--- config.mk ---
export PLATFORM = sky130hd
export DESIGN_NAME = poll_status_read
export DESIGN_NICKNAME = d
export VERILOG_FILES = /design/src/rtl/poll_status_read.sv
export SDC_FILE = /design/constraint.sdc
export NUM_CORES = 1
export LEC_CHECK = 0
export BUFFER_PORTS_ARGS = -buffer_cell sky130_fd_sc_hd__clkbuf_2
export CAP_MARGIN = 30
export CORE_AREA = 2 2 39 41
export DETAILED_ROUTE_END_ITERATION = 12
export DIE_AREA = 0 0 41 43
export PLACE_DENSITY_LB_ADDON = 0.2
export SETUP_SLACK_MARGIN = 0.15
export SLEW_MARGIN = 20
export SYNTH_ARGS = -nofsm -noshare
export SYNTH_HDL_FRONTEND = slang
export SYNTH_SLANG_ARGS = --single-unit
--- constraint.sdc ---
create_clock -name clk -period 2.85 [get_ports clk]
set_clock_uncertainty 0.1 [all_clocks]
set_input_delay 0.1425 -clock clk [delete_from_list [all_inputs] [get_ports clk]]
set_output_delay 0.1425 -clock clk [all_outputs]
set_load 0.05 [all_outputs]
--- src/rtl/poll_status_read.sv ---
`timescale 1ns/1ps
module poll_status_read #(
  parameter int W = 8
) (
  input  logic         clk,
  input  logic         rst_n,
  input  logic         prog_busy,
  input  logic         erase_busy,
  input  logic         loaded_msb,
  input  logic         rd_strobe,
  input  logic [W-1:0] array_data,
  output logic [W-1:0] rd_data
);
  localparam int POLL_BIT = W - 1;
  localparam int TOG_BIT  = W - 2;

  logic busy_any, busy_q, op_start, tog_q, tog_now, poll_now;

  assign busy_any = prog_busy | erase_busy;
  assign op_start = busy_any & ~busy_q;
  assign tog_now  = op_start | tog_q;
  assign poll_now = prog_busy ? ~loaded_msb : 1'b0;

  always_comb begin
    rd_data = array_data;
    if (busy_any) begin
      rd_data           = '0;
      rd_data[POLL_BIT] = poll_now;
      rd_data[TOG_BIT]  = tog_now;
    end
  end

  always_ff @(posedge clk or negedge rst_n) begin
    if (!rst_n) begin
      busy_q <= 1'b0;
      tog_q  <= 1'b1;
    end else begin
      busy_q <= busy_any;
      if (busy_any && rd_strobe) tog_q <= ~tog_now;
      else if (op_start)         tog_q <= 1'b1;
    end
  end

  AST_IDLE_PASS: assert property (@(posedge clk) disable iff (!rst_n)
    !busy_any |-> rd_data == array_data);
  AST_PROG_POLL: assert property (@(posedge clk) disable iff (!rst_n)
    prog_busy |-> rd_data[POLL_BIT] == ~loaded_msb);
  AST_ERASE_POLL: assert property (@(posedge clk) disable iff (!rst_n)
    (erase_busy && !prog_busy) |-> !rd_data[POLL_BIT]);
  AST_LOW_ZERO: assert property (@(posedge clk) disable iff (!rst_n)
    busy_any |-> rd_data[TOG_BIT-1:0] == '0);
  AST_TOGGLE_FLIP: assert property (@(posedge clk) disable iff (!rst_n)
    (busy_any && rd_strobe) |=> (!busy_any || rd_data[TOG_BIT] != $past(rd_data[TOG_BIT])));
  AST_TOGGLE_HOLD: assert property (@(posedge clk) disable iff (!rst_n)
    (busy_any && !rd_strobe) |=> (!busy_any || $stable(rd_data[TOG_BIT])));
  AST_START_ONE: assert property (@(posedge clk) disable iff (!rst_n)
    $rose(busy_any) |-> rd_data[TOG_BIT]);
endmodule

==> impl_metrics.py, run 1 <==
metrics = {
    "cts": {
        "h-tree-depth": 1,
        "cts_resized": 0,
        "clock-root-buffer": "clkbuf_4",
        "cts_buffers": 3,
        "clk_latency_ns": 0.23,
        "cts_tree": "built",
        "clockBufferDepth": 2,
        "cts_sinks": 2,
        "clk_pin_slew_ns": 0.04,
    },
    "synth": {
        "synthXorXnorAreaFrac_pct": 0,
        "syn_nets": 33,
        "synth_commonest_cells": "6 x and2_2, 3 x nor2_1, 2 x nand2b_1",
        "ys_types": 11,
        "synth_area_per_cell_um2": 9.614,
        "synth_most_common_cell": "and2_2",
        "synth_top_family_by_area": "simple AND/OR/NAND/NOR gates",
        "ys_seq_area_share_pct": 28.08,
        "synthAdderAreaFrac_pct": 0,
        "ys_warn_count": 0,
        "synth-compound-area-share_pct": 11.64,
        "synth_cells": 19,
        "synth_top_cell_area_share_pct": 24.66,
        "synthArstFlopShare_pct": 100.0,
        "synth_edf_count": 0,
        "ys_seq_elements": 2,
        "synth_area_um2": 182.7,
        "synthMuxAreaShare_pct": 5.479,
        "synth_simple_gate_area_share_pct": 51.37,
        "synth_area_leader_cell": "and2_2",
        "synth_flop_cell": "dfstp_2",
        "synth.area.top_cells": "and2_2 25%, dfstp_2 14%, dfrtp_1 14%, nand2b_4 7.5%, a31oi_2 6.8%",
    },
    "place": {
        "place.gp.congestion": 0.5585,
        "place_area_um2": 307.8,
        "dp_cells": 56,
        "dpl.hpwl_um": 384,
        "io_buffers": 21,
    },
    "sta": {
        "hold_violations": 0,
        "drv_slew": 0,
        "grt_setup_unrepaired": "no",
        "setup_viol": 0,
        "worst_slew_margin_rel_pct": 81.21,
        "worst_pin_slew_ns": 0.2830,
        "fin_crit_ns": 1.531,
        "clock.fmax_mhz": 653.2,
        "min_period_over_period_pct": 53.72,
        "fin_tns_setup_ns": 0,
    },
    "setup_path": {
        "cp.arrival_ns": 1.29,
        "startpoint_type": "flop",
        "path_class": "flop to output pin",
        "slowest_stage": "dfstp_2",
        "worstReg2RegStart": "tog_q$_DFFE_PN1P_",
        "crit_top_cell": "nor2_1",
        "path_delay_family": "flip-flops",
        "reg2reg_to": "tog_q$_DFFE_PN1P_",
        "crit_fanout": 2,
        "cp.required_ns": 2.61,
        "path_cells": "nand2b_1, nor2_1, nor2_1, clkbuf_2",
        "cp_num_buf_inv": 1,
        "crit_path_max_incr_delay_ns": 0.52,
        "r2r_setup_slack_ns": 1.92,
        "r2r_cells": 2,
        "cp-end-kind": "output pin",
    },
    "floorplanning": {
        "io_pins": 22,
        "die_w_um": 41,
        "initial_core_util_pct": 13.20,
        "rows": 14,
        "fp.dieH_um": 43,
        "die-area_um2": 1763,
        "core_um2": 1384,
    },
    "layout": {
        "n_antenna_cell": 0,
        "fillCellCount": 148,
        "finalNetCount": 61,
        "syn2layout_area_growth_pct": 93.84,
        "fin_util_pct": 25.59,
        "final_area_um2": 354.1,
        "instances_no_fill": 62,
        "drive_gt1_share_pct": 78.26,
    },
    "min_path": {
        "min_path_type": "input port to flop",
        "holdPathStages": 3,
        "min-delay-start": "erase_busy",
        "holdPathEnd": "busy_q$_DFF_PN0_",
    },
    "power": {
        "ir_drop_v": 0.0001042,
        "leakage_uw": 0.0001905,
        "cellPowerDensity_nw_per_um2": 466.4,
        "finalPower_uw": 165.2,
    },
    "drt": {
        "vias": 225,
        "drc": 0,
        "wirelength_um": 454,
        "drt_iter0_markers": 0,
        "detail_route.wl_per_cell_um": 7.323,
        "ant_nets": 0,
        "dr.pass1.iters": 1,
        "viasPerCell": 3.629,
    },
    "global_routing": {
        "grtUsageTotal_pct": 5.817,
        "grt_pass1_vias": 195,
        "grt_antenna_before_repair": 0,
        "grt_overflow_total": 0,
        "grt_pass1_wl_um": 648,
        "grt_max_degree": 9,
    },
    "run_status": {
        "status": "finished, final reports clean",
    },
    "run": {
        "drv_cap": 0,
    },
}
==> flip-flops by register name, summed over array words and instances, names as in the netlist <==
name and cells:
busy_q 1, tog_q 1
==> layout make-up <==
class | instances | area (um^2) | share of cell area, %
Clock buffer | 4 | 26.28 | 7.420
Inverter | 1 | 6.256 | 1.767
Multi-Input combinational cell | 16 | 125.1 | 35.34
Sequential cell | 2 | 51.30 | 14.49
Tap cell | 16 | 20.02 | 5.654
Timing Repair Buffer | 23 | 125.1 | 35.34
==> cells in the final DEF, fill, tap and decap left out <==
| cell type | synthesis | layout |
|---|---|---|
| nand2b_4 | 1 | 1 |
| a21oi_2 | 1 | 1 |
| clkbuf_1 | 0 | 1 |
| dfstp_2 | 1 | 1 |
| and2_2 | 6 | 6 |
| nor2_1 | 3 | 3 |
| mux2i_1 | 1 | 1 |
| dlygate4sd3_1 | 0 | 2 |
| clkbuf_4 | 0 | 3 |
| inv_4 | 1 | 1 |
| dfrtp_1 | 1 | 1 |
| nand2b_1 | 2 | 2 |
| a31oi_2 | 1 | 1 |
| nor2_4 | 1 | 1 |
| clkbuf_2 | 0 | 21 |
==> report_power, final <==
group          switching (uW)  total (uW)  internal [uW]
Clock                    18.8        70.9           52.2
Sequential               1.96        35.3           33.3
Combinational            37.0        58.9           21.9
Total                    57.7         165            107
==> stage by stage <==
stage / worst slack (ns) / hold slack, ns
global route: 1.266 / 0.1038
detailed placement: 1.545 / -0.1697
CTS: 1.291 / 0.08090
finish: 1.319 / 0.08726
global placement: 1.568 / -0.1669
floorplan: 1.277 / -0.2531
==> worst reg2reg max path, stage by stage (launching register included) <==
cell and delay (ns):
dfstp_2 0.52, nand2b_1 0.14, a31oi_2 0.09
==> metal layers <==
| metal | share of wire, % | GRT usage, % |
|---|---|---|
| met1 | 40 | 5.128 |
| met2 | 39 | 8.438 |
| met3 | 20 | 3.141 |
| met4 | 0 | 6.000 |
| met5 | 0 | 0 |
==> how the worst max path moves through the flow <==
stage	slack, ns	start	end	cells past startpoint
after floorplan	1.28	tog_q$_DFFE_PN1P_	rd_data[6]	3
after global placement	1.57	tog_q$_DFFE_PN1P_	rd_data[6]	4
after detailed placement	1.54	tog_q$_DFFE_PN1P_	rd_data[6]	4
after CTS	1.29	tog_q$_DFFE_PN1P_	rd_data[6]	4
after global routing	1.27	tog_q$_DFFE_PN1P_	rd_data[6]	4
final	1.32	tog_q$_DFFE_PN1P_	rd_data[6]	4
==> what timing repair did <==
action,CTS,global route
hold buffers,2,0
setup buffers,0,0
endpoints found under the hold margin,3,0
==> cell families (layout without fill, tap and decap cells) <==
family                 after synthesis  in the layout
AND/OR/NAND/NOR                     13             13
AO/OA/AOI/OAI                        2              2
flip-flops                           2              2
multiplexers                         1              1
buffers and inverters                1             28
Note: power is estimated with default switching activity, not from simulation.
==> run 2: changes to the inputs <==
Settings changed: ABC_AREA from default to 1.
Clock period 2.85 ns to 1.5 ns, I/O delays scaled along.
==> run 2 against run 1 <==
- via count up 14%
- clock power up 88%
- combinational power up 110%
- critical path depth up 1
- sequential power up 86%
- sequential share of layout area down 0.051 points
==> impl_metrics.py, run 2 <==
metrics = {
    "drt": {
        "vias": 256,
        "wirelength_um": 451,
        "ant_nets": 0,
        "detail_route.wl_per_cell_um": 6.178,
        "dr.pass1.iters": 2,
        "drt_iter0_markers": 1,
        "drc": 0,
        "viasPerCell": 3.507,
    },
    "setup_path": {
        "worstReg2RegStart": "tog_q$_DFFE_PN1P_",
        "cp.required_ns": 1.32,
        "reg2reg_to": "tog_q$_DFFE_PN1P_",
        "crit_path_max_incr_delay_ns": 0.50,
        "r2r_cells": 4,
        "cp.arrival_ns": 1.10,
        "cp-end-kind": "output pin",
        "path_cells": "inv_1, nand2_2, nand2_1, nand2_1, buf_6",
        "startpoint_type": "flop",
        "path_class": "flop to output pin",
        "crit_fanout": 2,
        "r2r_setup_slack_ns": 0.64,
        "slowest_stage": "dfstp_2",
        "crit_top_cell": "nand2_1",
    },
    "cts": {
        "clockBufferDepth": 2,
        "clock-root-buffer": "clkbuf_4",
        "postCtsSetupBuffers": 0,
        "clk_pin_slew_ns": 0.03,
        "h-tree-depth": 1,
        "cts_tree": "built",
        "cts_sinks": 2,
        "cts_buffers": 3,
        "clk_latency_ns": 0.23,
    },
    "global_routing": {
        "grtUsageTotal_pct": 6.124,
        "grt_max_degree": 11,
        "grt_pass1_wl_um": 683,
        "grt_antenna_before_repair": 0,
        "grt_overflow_total": 0,
        "grt_pass1_vias": 184,
    },
    "synth": {
        "synth_area_per_cell_um2": 5.714,
        "synthArstFlopShare_pct": 100.0,
        "synth_top_cell_area_share_pct": 17.52,
        "synth_cells": 30,
        "ys_seq_area_share_pct": 29.93,
        "synth_area_leader_cell": "inv_1",
        "ys_seq_elements": 2,
        "syn_nets": 44,
        "synth_most_common_cell": "inv_1",
        "synth.area.top_cells": "inv_1 18%, dfstp_2 15%, dfrtp_1 15%, nand2_1 13%, nor2_1 13%",
        "synth_area_um2": 171.4,
        "synth_edf_count": 0,
        "ys_warn_count": 0,
        "synth_commonest_cells": "8 x inv_1, 6 x nand2_1, 6 x nor2_1",
        "synth_flop_cell": "dfstp_2",
        "ys_types": 10,
    },
    "sta": {
        "grt_setup_unrepaired": "no",
        "worst_slew_margin_rel_pct": 81.63,
        "worst_pin_slew_ns": 0.2767,
        "fin_tns_setup_ns": 0,
        "min_period_over_period_pct": 84.97,
        "hold_violations": 0,
        "fin_crit_ns": 1.275,
        "drv_slew": 0,
        "clock.fmax_mhz": 784.6,
        "setup_viol": 0,
    },
    "floorplanning": {
        "core_um2": 1384,
        "rows": 14,
        "die-area_um2": 1763,
        "die_w_um": 41,
        "initial_core_util_pct": 12.39,
        "fp.dieH_um": 43,
        "io_pins": 22,
    },
    "layout": {
        "n_antenna_cell": 0,
        "drive_gt1_share_pct": 52.63,
        "regArea_um2": 51.30,
        "finalNetCount": 72,
        "mostFrequentLayoutCell": "clkbuf_2",
        "multiInputGateArea_um2": 88.84,
        "fillCellCount": 163,
        "final_cell_mix": "20 x clkbuf_2, 8 x inv_1, 6 x nor2_1",
        "reg_top3": "busy_q x1, tog_q x1",
        "syn2layout_area_growth_pct": 107.3,
    },
    "run": {
        "drv_cap": 0,
    },
    "place": {
        "dpl.hpwl_um": 373.4,
        "io_buffers": 21,
        "place.gp.congestion": 0.5150,
    },
    "power": {
        "finalPower_uw": 319.6,
        "cellPowerDensity_nw_per_um2": 899.5,
        "ir_drop_v": 0.0005647,
        "leakage_uw": 0.0002367,
    },
    "min_path": {
        "min_path_type": "input port to async pin",
    },
    "run_status": {
        "status": "finished, final reports clean",
    },
}
==> run 2: cell types whose count changed in the layout (fill, tap and decap cells not counted), moves of 2 or more <==
cell      delta
inv_2        +2
and2_2       -6
nand3_1      +2
nand2_1      +5
inv_1        +8
nand2b_1     -2
nor2_1       +3
==> run 2: worst max path at each step <==
stage / slack, ns / end / startpoint / depth (start not counted)
after floorplan: 0.35 / rd_data[6] / tog_q$_DFFE_PN1P_ / 4
after global placement: 0.36 / rd_data[6] / tog_q$_DFFE_PN1P_ / 5
after detailed placement: 0.36 / rd_data[6] / tog_q$_DFFE_PN1P_ / 5
after CTS: 0.16 / rd_data[6] / tog_q$_DFFE_PN1P_ / 5
after global routing: 0.16 / rd_data[6] / tog_q$_DFFE_PN1P_ / 5
final: 0.23 / rd_data[6] / tog_q$_DFFE_PN1P_ / 5
==> run 2: kinds of logic (layout without fill, tap and decap cells) <==
kind of cell           count (synthesis)  in the layout  share of synthesized area (%)
AO/OA/AOI/OAI                          2              2                          5.840
buffers and inverters                 10             37                          21.90
flip-flops                             2              2                          29.93
AND/OR/NAND/NOR                       16             16                          42.34
==> run 2: power by group <==
group          switching, uW  total (uW)  internal (uW)
logic                   79.9         121           41.4
clock network           33.9         133           99.0
registers               1.86        65.5           63.6
==> run 2: area by class of cell <==
class,instances,share of cell area [%]
Inverter,10,10.56
Timing Repair Buffer,23,36.97
Clock buffer,4,7.394
Multi-Input combinational cell,18,25.00
Sequential cell,2,14.44
Tap cell,16,5.634
==> run 2: worst max-delay path, delay by kind of cell, from the launching register on <==
| family | cells | cell delay, ns |
|---|---|---|
| DFF | 1 | 0.50 |
| and+or+nand+nor | 3 | 0.18 |
| buffers and inverters | 2 | 0.20 |
==> run 2: metrics by stage <==
stage | utilization [%] | hold slack [ns] | area, um^2 | worst slack (ns) | instances
after global routing | 25.68 | 0.05684 | 355.3 | 0.1590 | 73
after floorplan | - | -0.3206 | 171.4 | 0.3468 | 30
after detailed placement | 21.43 | -0.2352 | 296.5 | 0.3577 | 67
after global placement | 21.43 | -0.2356 | 296.5 | 0.3593 | 67
final | 25.68 | 0.06097 | 355.3 | 0.2254 | 73
after CTS | 24.95 | 0.05235 | 345.3 | 0.1598 | 73
==> run 2: what timing repair did <==
action	CTS	global route
pin swaps	0	2
hold buffers	2	0
hold endpoints to repair	3	0
resized for setup	1	5
setup endpoints to repair	1	1
==> run 2: metal layers <==
metal | track usage, % | routed length [um]
met2 | 6.250 | 178
met3 | 6.283 | 64
met1 | 8.360 | 207
met4 | 2.000 | 0
met5 | 0 | 0
